===== src/rtl/nrz_tx.sv =====
module nrz_tx #(
  parameter int DIV_W = 16,
  parameter int MAXD  = 8,
  localparam int LENW = $clog2(MAXD),
  localparam int CW   = DIV_W + 4,
  localparam int FW   = MAXD + 5,
  localparam int LW   = $clog2(FW + 1)
) (
  input  logic             clk,
  input  logic             rst_n,
  input  logic             tx_en,
  input  logic             irq_en,
  input  logic [DIV_W-1:0] baud_div,
  input  logic [LENW-1:0]  word_len,
  input  logic             parity_en,
  input  logic             parity_odd,
  input  logic             two_stop,
  input  logic             addr_mode,
  input  logic             wr,
  input  logic [MAXD-1:0]  wr_data,
  input  logic             wr_addr,
  output logic             ready,
  output logic             empty,
  output logic             irq,
  output logic             txd
);
  logic [MAXD-1:0] buf_q;
  logic            buf_addr, bufv, busy;
  logic [CW-1:0]   cnt, period;
  logic [LW-1:0]   left, nbits, pos;
  logic [FW-1:0]   shreg, frame;
  logic            par;

  assign period = (baud_div == '0) ? CW'(16) : (CW'(baud_div) + CW'(1)) << 3;

  always_comb begin
    frame    = '1;
    frame[0] = 1'b0;
    par      = parity_odd;
    for (int i = 0; i < MAXD; i++) begin
      if (i <= int'(word_len)) begin
        frame[i+1] = buf_q[i];
        par        = par ^ buf_q[i];
      end
    end
    pos = LW'(word_len) + LW'(2);
    if (parity_en) begin
      frame[pos] = par;
      pos        = pos + LW'(1);
    end
    if (addr_mode) begin
      frame[pos] = buf_addr;
      pos        = pos + LW'(1);
    end
    nbits = pos + LW'(1) + LW'(two_stop);
  end

  always_ff @(posedge clk or negedge rst_n) begin
    if (!rst_n) begin
      buf_q    <= '0;
      buf_addr <= 1'b0;
      bufv     <= 1'b0;
      busy     <= 1'b0;
      cnt      <= '0;
      left     <= '0;
      shreg    <= '1;
    end else begin
      if (wr && !bufv) begin
        buf_q    <= wr_data;
        buf_addr <= wr_addr;
        bufv     <= 1'b1;
      end
      if (!tx_en) begin
        busy <= 1'b0;
        cnt  <= '0;
      end else if (busy && cnt != period - CW'(1)) begin
        cnt <= cnt + CW'(1);
      end else if (busy && left != LW'(1)) begin
        cnt   <= '0;
        shreg <= {1'b1, shreg[FW-1:1]};
        left  <= left - LW'(1);
      end else if (bufv) begin
        busy  <= 1'b1;
        cnt   <= '0;
        shreg <= frame;
        left  <= nbits;
        bufv  <= 1'b0;
      end else begin
        busy <= 1'b0;
      end
    end
  end

  assign ready = !bufv;
  assign empty = !bufv && !busy;
  assign irq   = irq_en && ready;
  assign txd   = !(tx_en && busy) || shreg[0];
endmodule



===== config.mk =====
export PLATFORM = sky130hd
export DESIGN_NAME = nrz_tx
export DESIGN_NICKNAME = d
export VERILOG_FILES = /design/src/rtl/nrz_tx.sv
export SDC_FILE = /design/constraint.sdc
export NUM_CORES = 1
export LEC_CHECK = 0
export BUFFER_PORTS_ARGS = -buffer_cell sky130_fd_sc_hd__buf_2
export CORE_AREA = 8 8 138 140
export DETAILED_ROUTE_END_ITERATION = 7
export DIE_AREA = 0 0 146 148
export HOLD_SLACK_MARGIN = 0.03
export SLEW_MARGIN = 25
export SYNTH_ARGS = -nofsm -noshare
export SYNTH_HDL_FRONTEND = slang
export SYNTH_SLANG_ARGS = --single-unit

===== constraint.sdc =====
create_clock -name clk -period 8.1 [get_ports clk]
set_input_delay 0.81 -clock clk [delete_from_list [all_inputs] [get_ports clk]]
set_output_delay 0.81 -clock clk [all_outputs]
set_load 0.005 [all_outputs]

== Word level (Yosys, flattened, before mapping) ==
Cells that the tools add are included.
Storage, ports and cells
  output and inout port bits: 4
  input bits: 37
  logic and storage cells: 99
  bits in registers: 48
Operators by class
  equality and inequality tests: 5
  muxes and demuxes: 42
  bitwise operators: 9
  reductions and logical operators: 16
  order comparisons: 11
  add/sub/neg operators: 9
Operators with widths (number)
  20-bit two-way mux: 5
  13-bit two-way mux: 4
  13-bit bitwise mux: 2
  1-bit two-way mux: 25
  20-bit by 1-bit adder with 20-bit output (second input constant): 1
  20-bit != test: 1
  20-bit by 1-bit subtractor with 20-bit output (second input constant): 1
  16-bit by 1-bit adder with 17-bit output (second input constant): 1
  16-bit logical NOT: 1
  4-bit two-way mux: 4
  4-bit by 1-bit adder with 4-bit output (second input constant): 3
  3-bit <= comparator (first input constant): 4
  4-bit by 5-bit less-than comparator with 1-bit output (second input constant): 2
  1-bit demux with 4-bit select: 2
  4-bit by 1-bit greater-or-equal comparator with 1-bit output (second input constant): 2
  1-bit logical AND: 8
  4-bit by 1-bit != test with 1-bit output (second input constant): 2
  1-bit bitwise XOR: 8
  2-bit by 3-bit <= comparator with 1-bit output (first input constant): 2
  3-bit by 2-bit adder with 4-bit output (second input constant): 1
  4-bit by 1-bit adder with 4-bit output: 1
  2-bit != test (second input constant): 2
  4-bit by 1-bit subtractor with 4-bit output (second input constant): 1
  1-bit by 3-bit <= comparator with 1-bit output (first input constant): 1
  6 further kinds: 8

== Longest topological paths before layout ==
Gate-level depths: netlist of the first run.
  depth in word-level cells: 21
  gate-level depth with buffers: 14
  mapped depth without buffers: 13

== Worst setup path after synthesis of the first run ==
No wires, ideal clock.
  path type: input to register
  start: input baud_div[0]
  end: register cnt[6]
  data required time: 7.976 ns
  setup slack: 4.086 ns
  buffers on the path: 2
  setup time: 0.124 ns
  stages on the path: 13
  arrival time: 3.890 ns
  cell sequence: ha_1 > buf_2 > a311o_1 > o21ai_0 > a31oi_1 > nor3_2 > o221a_2 > nand4_1 > or4_4 > o31ai_4 > buf_6 > nor2_1 > a211o_1
On the way
  longest elaborated chain between the ends: 7
  elaborated cells on any way between the ends: 9
  those cells by class: 2 x add/sub; 2 x eq/ne; 3 x mux; 2 x reduce/logical
Ends and longest elaborated chain
  start, declared: line 13  | input logic [DIV_W-1:0] baud_div,
  16-bit by 1-bit adder with 17-bit output or 16-bit logical NOT (tied branches): line 34  | assign period = (baud_div == '0) ? CW'(16) : (CW'(baud_div) + CW'(1)) << 3;
  20-bit two-way mux (*): line 34
  20-bit by 1-bit subtractor with 20-bit output (*): line 76  | end else if (busy && cnt != period - CW'(1)) begin
  20-bit != test (*): line 76
  1-bit logical AND (*): line 76
  20-bit two-way mux: line 76
  20-bit two-way mux: line 73  | if (!tx_en) begin
  end signal, assigned: line 77  | cnt <= cnt + CW'(1);
  end, declared: line 29  | logic [CW-1:0] cnt, period;
Every way passes the cells marked *; elsewhere a longest branch is shown, timed or not.
A chain may end at the register's enable or synchronous reset.

== Final worst setup path of the first run ==
  start: input baud_div[0]
  end: register shreg[5]
On the way
  longest elaborated chain between the ends: 7
  elaborated cells on any way between the ends: 8
  those cells by class: 2 x add/sub; 1 x eq/ne; 1 x mux; 1 x bitwise; 3 x reduce/logical
Ends and longest elaborated chain
  16-bit by 1-bit adder with 17-bit output or 16-bit logical NOT (tied branches): line 34
  20-bit two-way mux (*): line 34
  20-bit by 1-bit subtractor with 20-bit output (*): line 76
  20-bit != test (*): line 76
  1-bit logical AND (*): line 76
  1-bit inverter (no line) (*)
  3-bit AND reduction (no line) (*)
  end signal, assigned: line 80  | shreg <= {1'b1, shreg[FW-1:1]};
  end signal, assigned: line 85  | shreg <= frame;
  end, declared: line 31  | logic [FW-1:0] shreg, frame;
Marks and branches as above.

==> results of run 1 <==
==> cells in the mapped netlist (4+ instances only) <==
cell type / n / area, um^2
a211o_1: 13 / 114
a211oi_1: 7 / 52.6
a21o_1: 7 / 52.6
a21oi_1: 27 / 135
a22o_1: 5 / 43.8
a31oi_1: 13 / 81.3
a41oi_1: 5 / 43.8
and3_1: 17 / 106
buf_2: 7 / 35.0
buf_4: 6 / 45.0
clkbuf_1: 20 / 75.1
dfrtp_1: 35 / 876
dfstp_2: 13 / 342
ha_1: 21 / 263
inv_1: 20 / 75.1
mux2_2: 11 / 124
mux2_4: 7 / 105
mux2i_1: 16 / 160
nand2_1: 63 / 236
nand2b_1: 15 / 93.8
nand3_1: 26 / 130
nand4_1: 8 / 50.1
nor2_1: 34 / 128
nor2b_1: 4 / 25.0
nor3_1: 18 / 90.1
nor3b_1: 10 / 75.1
nor4_1: 7 / 43.8
o211ai_1: 7 / 52.6
o21ai_0: 31 / 155
or2_2: 4 / 25.0
or3_1: 6 / 37.5
xnor2_1: 28 / 245
xor2_1: 18 / 158
==> through the flow <==
stage / cells / power, mW / worst slack [ns]
5_1_grt: 832 / 1.08 / 2.67
2_1_floorplan: 596 / 0.676 / 4.09
3_3_place_gp: 823 / 0.758 / 2.87
4_1_cts: 831 / 1.02 / 3.02
6_report: 832 / 1.01 / 2.97
3_5_place_dp: 823 / 0.762 / 2.72
==> kinds of logic (layout without fill, tap and decap cells) <==
| kind of cell | Yosys count | count (layout) |
|---|---|---|
| XOR/XNOR | 47 | 47 |
| buffers and inverters | 59 | 70 |
| multiplexers | 34 | 34 |
| AO/OA/AOI/OAI | 156 | 156 |
| AND/OR/NAND/NOR | 231 | 231 |
| flip-flops | 48 | 48 |
| adder cells (fa/ha/maj) | 21 | 21 |
==> flip-flops by register name (all words and copies together) (netlist names) <==
register and flops:
bufv 1, left 4, cnt 20, busy 1, shreg 13, buf_q 8
buf_addr 1
==> path summary, 6_finish.rpt <==
check,startpoint,to,slack [ns],cells after the start
max,baud_div[0],shreg[5]$_DFFE_PN1P_,2.97,12
min reg2reg,buf_q[3]$_DFFE_PN0P_,buf_q[3]$_DFFE_PN0P_,0.52,1
max in group asynchronous,rst_n,cnt[10]$_DFFE_PN0P_,7.06,2
max reg2reg,cnt[5]$_DFFE_PN0P_,shreg[5]$_DFFE_PN1P_,4.33,10
min,buf_q[3]$_DFFE_PN0P_,buf_q[3]$_DFFE_PN0P_,0.52,1
min in group asynchronous,rst_n,left[1]$_DFFE_PN0P_,0.62,2
==> critical path: stages <==
cell and delay (ns):
buf_2 0.20, ha_1 0.34, nand3_1 0.31, o21ai_0 0.32, a31oi_1 0.27, nor3_2 0.48
o221a_2 0.27, nand4_1 0.08, or4_4 0.59, o32ai_2 0.69, nand2_1 0.55, mux2_4 0.44
==> cell type report <==
class,count,area (um^2)
Fill cell,1808,11500
Multi-Input combinational cell,489,3440
Tap cell,225,282
Clock inverter,2,38.8
Inverter,20,75.1
Clock buffer,6,139
Sequential cell,48,1220
Timing Repair Buffer,42,223
==> cell usage in the layout (no fill, tap or decap), types with 4 or more instances in the layout <==
cell type	Yosys	routed
a211o_1	13	13
a211oi_1	7	7
a21o_1	7	7
a21oi_1	27	27
a22o_1	5	5
a31oi_1	13	13
a41oi_1	5	5
and3_1	17	17
buf_2	7	40
clkbuf_16	0	5
dfrtp_1	35	35
dfstp_2	13	13
ha_1	21	21
inv_1	20	20
mux2_2	11	11
mux2_4	7	7
mux2i_1	16	16
nand2_1	63	63
nand2b_1	15	15
nand3_1	26	26
nand4_1	8	8
nor2_1	34	34
nor2b_1	4	4
nor3_1	18	18
nor3b_1	10	10
nor4_1	7	7
o211ai_1	7	7
o21ai_0	31	31
or2_2	4	4
or3_1	6	6
xnor2_1	28	28
xor2_1	18	18
==> metal layers <==
metal  part of all wire [%]  wire (um)  global-route usage [%]  vias up
li1                       -          -                       -     2215
met1                     49       6080                    15.4     2049
met2                     45       5550                    18.7       91
met3                    4.7        576                    2.17       10
met4                   0.76         93                    1.96        0
met5                      0          0                       0        -
==> power groups by stage <==
stage / combinational (mW) / clock [mW] / sequential, mW
2_1_floorplan: 0.320 / 0 / 0.356
3_3_place_gp: 0.380 / 0 / 0.378
3_5_place_dp: 0.385 / 0 / 0.377
4_1_cts: 0.386 / 0.258 / 0.375
5_1_grt: 0.427 / 0.268 / 0.385
6_report: 0.385 / 0.251 / 0.375
==> impl_metrics.py, run 1 <==
metrics = {
    "global_route": {
        "grt_pass1_vias": 4136,
        "grt_pass1_wl_um": 20900,
        "grt_max_degree": 49,
        "grtUsageTotal_pct": 11.4,
        "grt_antenna_before_repair": 0,
        "grt_overflow_total": 0,
    },
    "die": {
        "die_x_um": 146,
        "core-area_um2": 16900,
        "initial_utilization_pct": 29.1,
        "fp.dieH_um": 148,
        "die-area_um2": 21600,
        "rows": 48,
        "io_pins": 41,
    },
    "power_and_ir_drop": {
        "power_frac_clock_pct": 24.8,
        "p_leak_nw": 2.22,
        "pwr-share-comb_pct": 38.1,
        "switching_share_pct": 36.2,
        "power.internal_uw": 646,
        "p_per_area_nw_per_um2": 187,
        "netSwitchingPower_uw": 366,
        "ir_drop_v": 0.000131,
        "pwr-share-seq_pct": 37.1,
    },
    "yosys": {
        "synthAdderAreaFrac_pct": 5.32,
        "synth_top_family_by_area": "simple AND/OR/NAND/NOR gates",
        "yosys.area_share.simple_pct": 25.0,
        "synth_compound_area_share_pct": 22.9,
        "seq_area_frac_synth_pct": 24.7,
        "syn_inst": 596,
        "synth_enable_flop_cells": 0,
        "synthFlopType": "dfrtp_1",
        "avgSynthCellArea_um2": 8.28,
        "async_flop_share_pct": 100,
        "ys_ff_latch": 48,
        "ys_types": 77,
        "synth_mux_area_share_pct": 7.89,
        "synth_area_um2": 4930,
        "ys_warn_count": 0,
        "synth_xor_area_share_pct": 8.62,
        "syn_nets": 654,
    },
    "finish": {
        "diodes": 0,
        "drive_gt1_share_pct": 17.3,
        "design_area_um2": 5420,
        "final_nets": 664,
        "area_delta_synth_final_pct": 9.76,
        "fin_util_pct": 32.0,
    },
    "setup_path": {
        "worst-path-max-fanout": 12,
        "cp.arrival_ns": 5.35,
        "endpoint_kind": "register",
        "path_class": "input port to register",
        "critPathLaunchType": "input port",
        "required_ns": 8.32,
    },
    "timing": {
        "maxSlewViolCount": 0,
        "min_period_ns": 5.13,
        "fin_crit_sh_pct": 63.3,
        "maxSlewHeadroom_pct": 38.0,
        "tns_ns": 0,
        "fmax_ghz": 0.195,
        "max_slew.worst_pin.slew_ns": 0.929,
        "hold_violations": 0,
        "finalSetupViolations": 0,
        "fin_skew_ns": 0.00399,
        "rsz0062_at_grt": "false",
        "hold_slack_ns": 0.520,
    },
    "clock_tree": {
        "cts.clk_slew.worst_paths_ns": 0.07,
        "clock-sinks": 48,
        "ctsHoldBuffers": 0,
        "htree_levels": 2,
        "cts_setup_buffers": 0,
        "clock_latency_ns": 0.29,
        "root_buffer": "clkbuf_16",
        "max-clock-path-buffers": 2,
        "cts_tree": "yes",
        "cts_made_buffers": 5,
        "cts_resized": 0,
    },
    "place": {
        "gp_congestion": 0.870,
        "numPortBuffers": 40,
        "place_hpwl_um": 9260,
        "dpl_cell_area_um2": 5220,
    },
    "detailed_routing": {
        "wl_per_cell_um": 14.8,
        "vias_per_cell": 5.25,
        "drtPass1Iterations": 4,
        "wl_um": 12300,
        "ant_nets": 0,
        "drc": 0,
        "dr_total_vias": 4365,
        "first_iter_violations": 213,
    },
    "run": {
        "drv_cap": 0,
    },
    "run_status": {
        "status": "finished clean",
    },
    "hold_path": {
        "min_path_type": "register to register",
    },
}
Power figures use the tool's default switching activity.
==> inputs of run 2 (changes only) <==
--- a/config.mk
+++ b/config.mk
@@ -5,6 +5,7 @@
 export SDC_FILE = /design/constraint.sdc
 export NUM_CORES = 1
 export LEC_CHECK = 0
+export ABC_AREA = 1
 export BUFFER_PORTS_ARGS = -buffer_cell sky130_fd_sc_hd__buf_2
 export CORE_AREA = 8 8 138 140
 export DETAILED_ROUTE_END_ITERATION = 7
==> constraint.sdc (replaced) <==
create_clock -name clk -period 4.4 [get_ports clk]
set_input_delay 0.44 -clock clk [delete_from_list [all_inputs] [get_ports clk]]
set_output_delay 0.44 -clock clk [all_outputs]
set_load 0.005 [all_outputs]
==> run 2 against run 1 <==
Compared with the run above: synthesized cell count increased by 35%; area after synthesis increased by 0.96%; cell count increased by 27%; routed wire length increased by 3.8%; register-to-register slack got worse by 2.4 ns; die area unchanged; global-route usage increased by 0.64 points; total power increased by 97%; via count increased by 13%; critical path type unchanged.
==> impl_metrics.py, run 2 <==
metrics = {
    "finish": {
        "reg_top3": "cnt x20, shreg x13, buf_q x8",
        "most-common-layout-cells": "nand2_1, inv_1, nor2_1",
        "final_common_cell": "nand2_1",
        "design_area_um2": 5540,
        "largest_reg_flops": 20,
        "final_nets": 890,
        "nFillCells": 1909,
        "diodes": 0,
        "drive_gt1_share_pct": 12.4,
        "regMostFlops": "cnt",
        "fin_cells": 1058,
        "fin_util_pct": 32.7,
        "area_delta_synth_final_pct": 11.2,
    },
    "run_status": {
        "status": "finished clean",
    },
    "die": {
        "die_x_um": 146,
        "io_pins": 41,
        "core-area_um2": 16900,
        "rows": 48,
        "die-area_um2": 21600,
        "fp.dieH_um": 148,
        "initial_utilization_pct": 29.4,
    },
    "yosys": {
        "avgSynthCellArea_um2": 6.20,
        "syn_inst": 803,
        "async_flop_share_pct": 100,
        "synthFlopType": "dfrtp_1",
        "synth_enable_flop_cells": 0,
        "yosys-top-cells-area": "nand2_1, dfrtp_1, inv_1",
        "syn_nets": 861,
        "synth_area_um2": 4980,
        "synth_top_area_cell": "nand2_1",
        "seq_area_frac_synth_pct": 24.4,
        "ys_ff_latch": 48,
        "synth.top_cells.by_count": "nand2_1, inv_1, nor2_1",
        "post-synth-top-count-cell": "nand2_1",
        "ys_types": 40,
        "synth.top_cell.area_share_pct": 18.8,
        "ys_warn_count": 0,
    },
    "clock_tree": {
        "max-clock-path-buffers": 2,
        "root_buffer": "clkbuf_16",
        "ctsHoldBuffers": 0,
        "cts_resized": 0,
        "clock_latency_ns": 0.29,
        "htree_levels": 2,
        "cts.clk_slew.worst_paths_ns": 0.07,
        "clock-sinks": 48,
        "cts_setup_buffers": 0,
        "cts_made_buffers": 5,
        "cts_tree": "yes",
    },
    "place": {
        "dpl_cell_area_um2": 5380,
        "place_ws_ns": 0.890,
        "gp_congestion": 0.922,
        "place_hpwl_um": 9960,
        "numPortBuffers": 40,
        "placed_cells": 1050,
    },
    "timing": {
        "tns_ns": 0,
        "maxSlewViolCount": 0,
        "max_slew.worst_pin.slew_ns": 0.631,
        "finalSetupViolations": 0,
        "fin_ws_ns": 1.19,
        "fin_crit_sh_pct": 72.9,
        "min_period_ns": 3.21,
        "hold_violations": 0,
        "rsz0062_at_grt": "false",
        "fin_skew_ns": 0.0101,
        "fmax_ghz": 0.312,
        "maxSlewHeadroom_pct": 57.9,
    },
    "setup_path": {
        "critical_path.top_delay_family": "simple AND/OR/NAND/NOR gates",
        "required_ns": 4.59,
        "ff2ff_path_depth": 11,
        "cp.arrival_ns": 3.39,
        "cp.depth": 20,
        "cpMostUsedCell": "nand2_1",
        "crit_chain": "buf_2 > ha_1 > nand2_1 > nor2_1 > nand3_1 > nand2_1 > inv_2 > nor2_4 > nand3_2 > nor2_4 > nand2_1 > nand2_1 > nand2_1 > nor2_1 > nand2_1 > o21bai_4 > buf_4 > nor2_1 > nand2_1 > nand2_1",
        "max_stage_delay_ns": 0.50,
        "worst-path-max-fanout": 23,
        "crit_buf_inv": 3,
        "critPathLaunchType": "input port",
        "endpoint_kind": "register",
        "path_class": "input port to register",
        "crit_slowest_cell": "o21bai_4",
    },
    "detailed_routing": {
        "wl_um": 12800,
        "drtPass1Iterations": 4,
        "drc": 0,
        "ant_nets": 0,
        "first_iter_violations": 324,
        "vias_per_cell": 4.66,
        "wl_per_cell_um": 12.1,
        "dr_total_vias": 4927,
    },
    "hold_path": {
        "min_path_type": "input port to async pin",
    },
    "global_route": {
        "grt_pass1_vias": 4680,
        "grt_overflow_total": 0,
        "grt_pass1_wl_um": 22300,
        "grt_antenna_before_repair": 0,
        "grtUsageTotal_pct": 12.0,
        "grt_max_degree": 49,
    },
    "run": {
        "drv_cap": 0,
    },
    "power_and_ir_drop": {
        "p_per_area_nw_per_um2": 360,
        "ir_drop_v": 0.000239,
        "p_leak_nw": 2.71,
    },
}
run 2: changes by cell type in the layout (fill, tap and decap cells not counted), moves of 9 or more:
cell      change
a211o_1      -13
nand4_1      +33
nand2b_1     -15
nand2_1     +187
nand3_1      +37
a21oi_1       -9
xor2_1       +11
inv_1        +81
mux2i_1      -16
nor3b_1       -9
xnor2_1      -20
nor2_1       +51
and3_1       -17
run 2: layer usage:
layer  track usage (%)  up-vias  share of wire [%]
met5                 0        -                  0
met4              3.40        0                1.8
met3              1.74       19                3.0
met2              19.9       85                 45
met1              16.0     2191                 50
li1                  -     2632                  -
run 2: logic make-up (layout without fill, tap and decap cells):
kind of cell / after synthesis / in the layout / share of synthesized area [%]
multiplexers: 4 / 4 / 0.904
AND/OR/NAND/NOR: 481 / 481 / 42.3
adder cells (fa/ha/maj): 21 / 21 / 5.27
AO/OA/AOI/OAI: 82 / 82 / 10.1
buffers and inverters: 130 / 160 / 10.5
XOR/XNOR: 37 / 37 / 6.50
flip-flops: 48 / 48 / 24.4
run 2: path summary, 6_finish.rpt:
path	startpoint	to	slack, ns
max	baud_div[0]	cnt[11]$_DFFE_PN0P_	1.19
min	rst_n	buf_q[6]$_DFFE_PN0P_	0.23
max reg2reg	cnt[7]$_DFFE_PN0P_	cnt[11]$_DFFE_PN0P_	1.92
min reg2reg	shreg[9]$_DFFE_PN1P_	shreg[9]$_DFFE_PN1P_	0.47
max in group asynchronous	rst_n	cnt[2]$_DFFE_PN0P_	3.72
min in group clk	wr_data[1]	buf_q[1]$_DFFE_PN0P_	0.37
run 2: through the flow:
stage,power [mW],hold slack (ns)
global route,2.17,0.308
finish,1.99,0.230
detailed placement,1.59,0.457
CTS,2.01,0.271
floorplan,1.37,0.144
global placement,1.59,0.455
run 2: final cells by class:
class | instances | area (um^2) | area share, %
Clock buffer | 6 | 139 | 2.51
Clock inverter | 2 | 15.0 | 0.271
Sequential cell | 48 | 1220 | 22.0
Tap cell | 225 | 282 | 5.08
Timing Repair Buffer | 46 | 245 | 4.43
Multi-Input combinational cell | 625 | 3240 | 58.5
Inverter | 106 | 398 | 7.18
run 2: power breakdown:
part	total, mW	leakage, nW	switching, mW	internal (mW)
clock	0.404	0.0691	0.177	0.227
combinational	0.885	2.05	0.578	0.308
sequential	0.703	0.589	0.0948	0.608
total	1.99	2.71	0.850	1.14
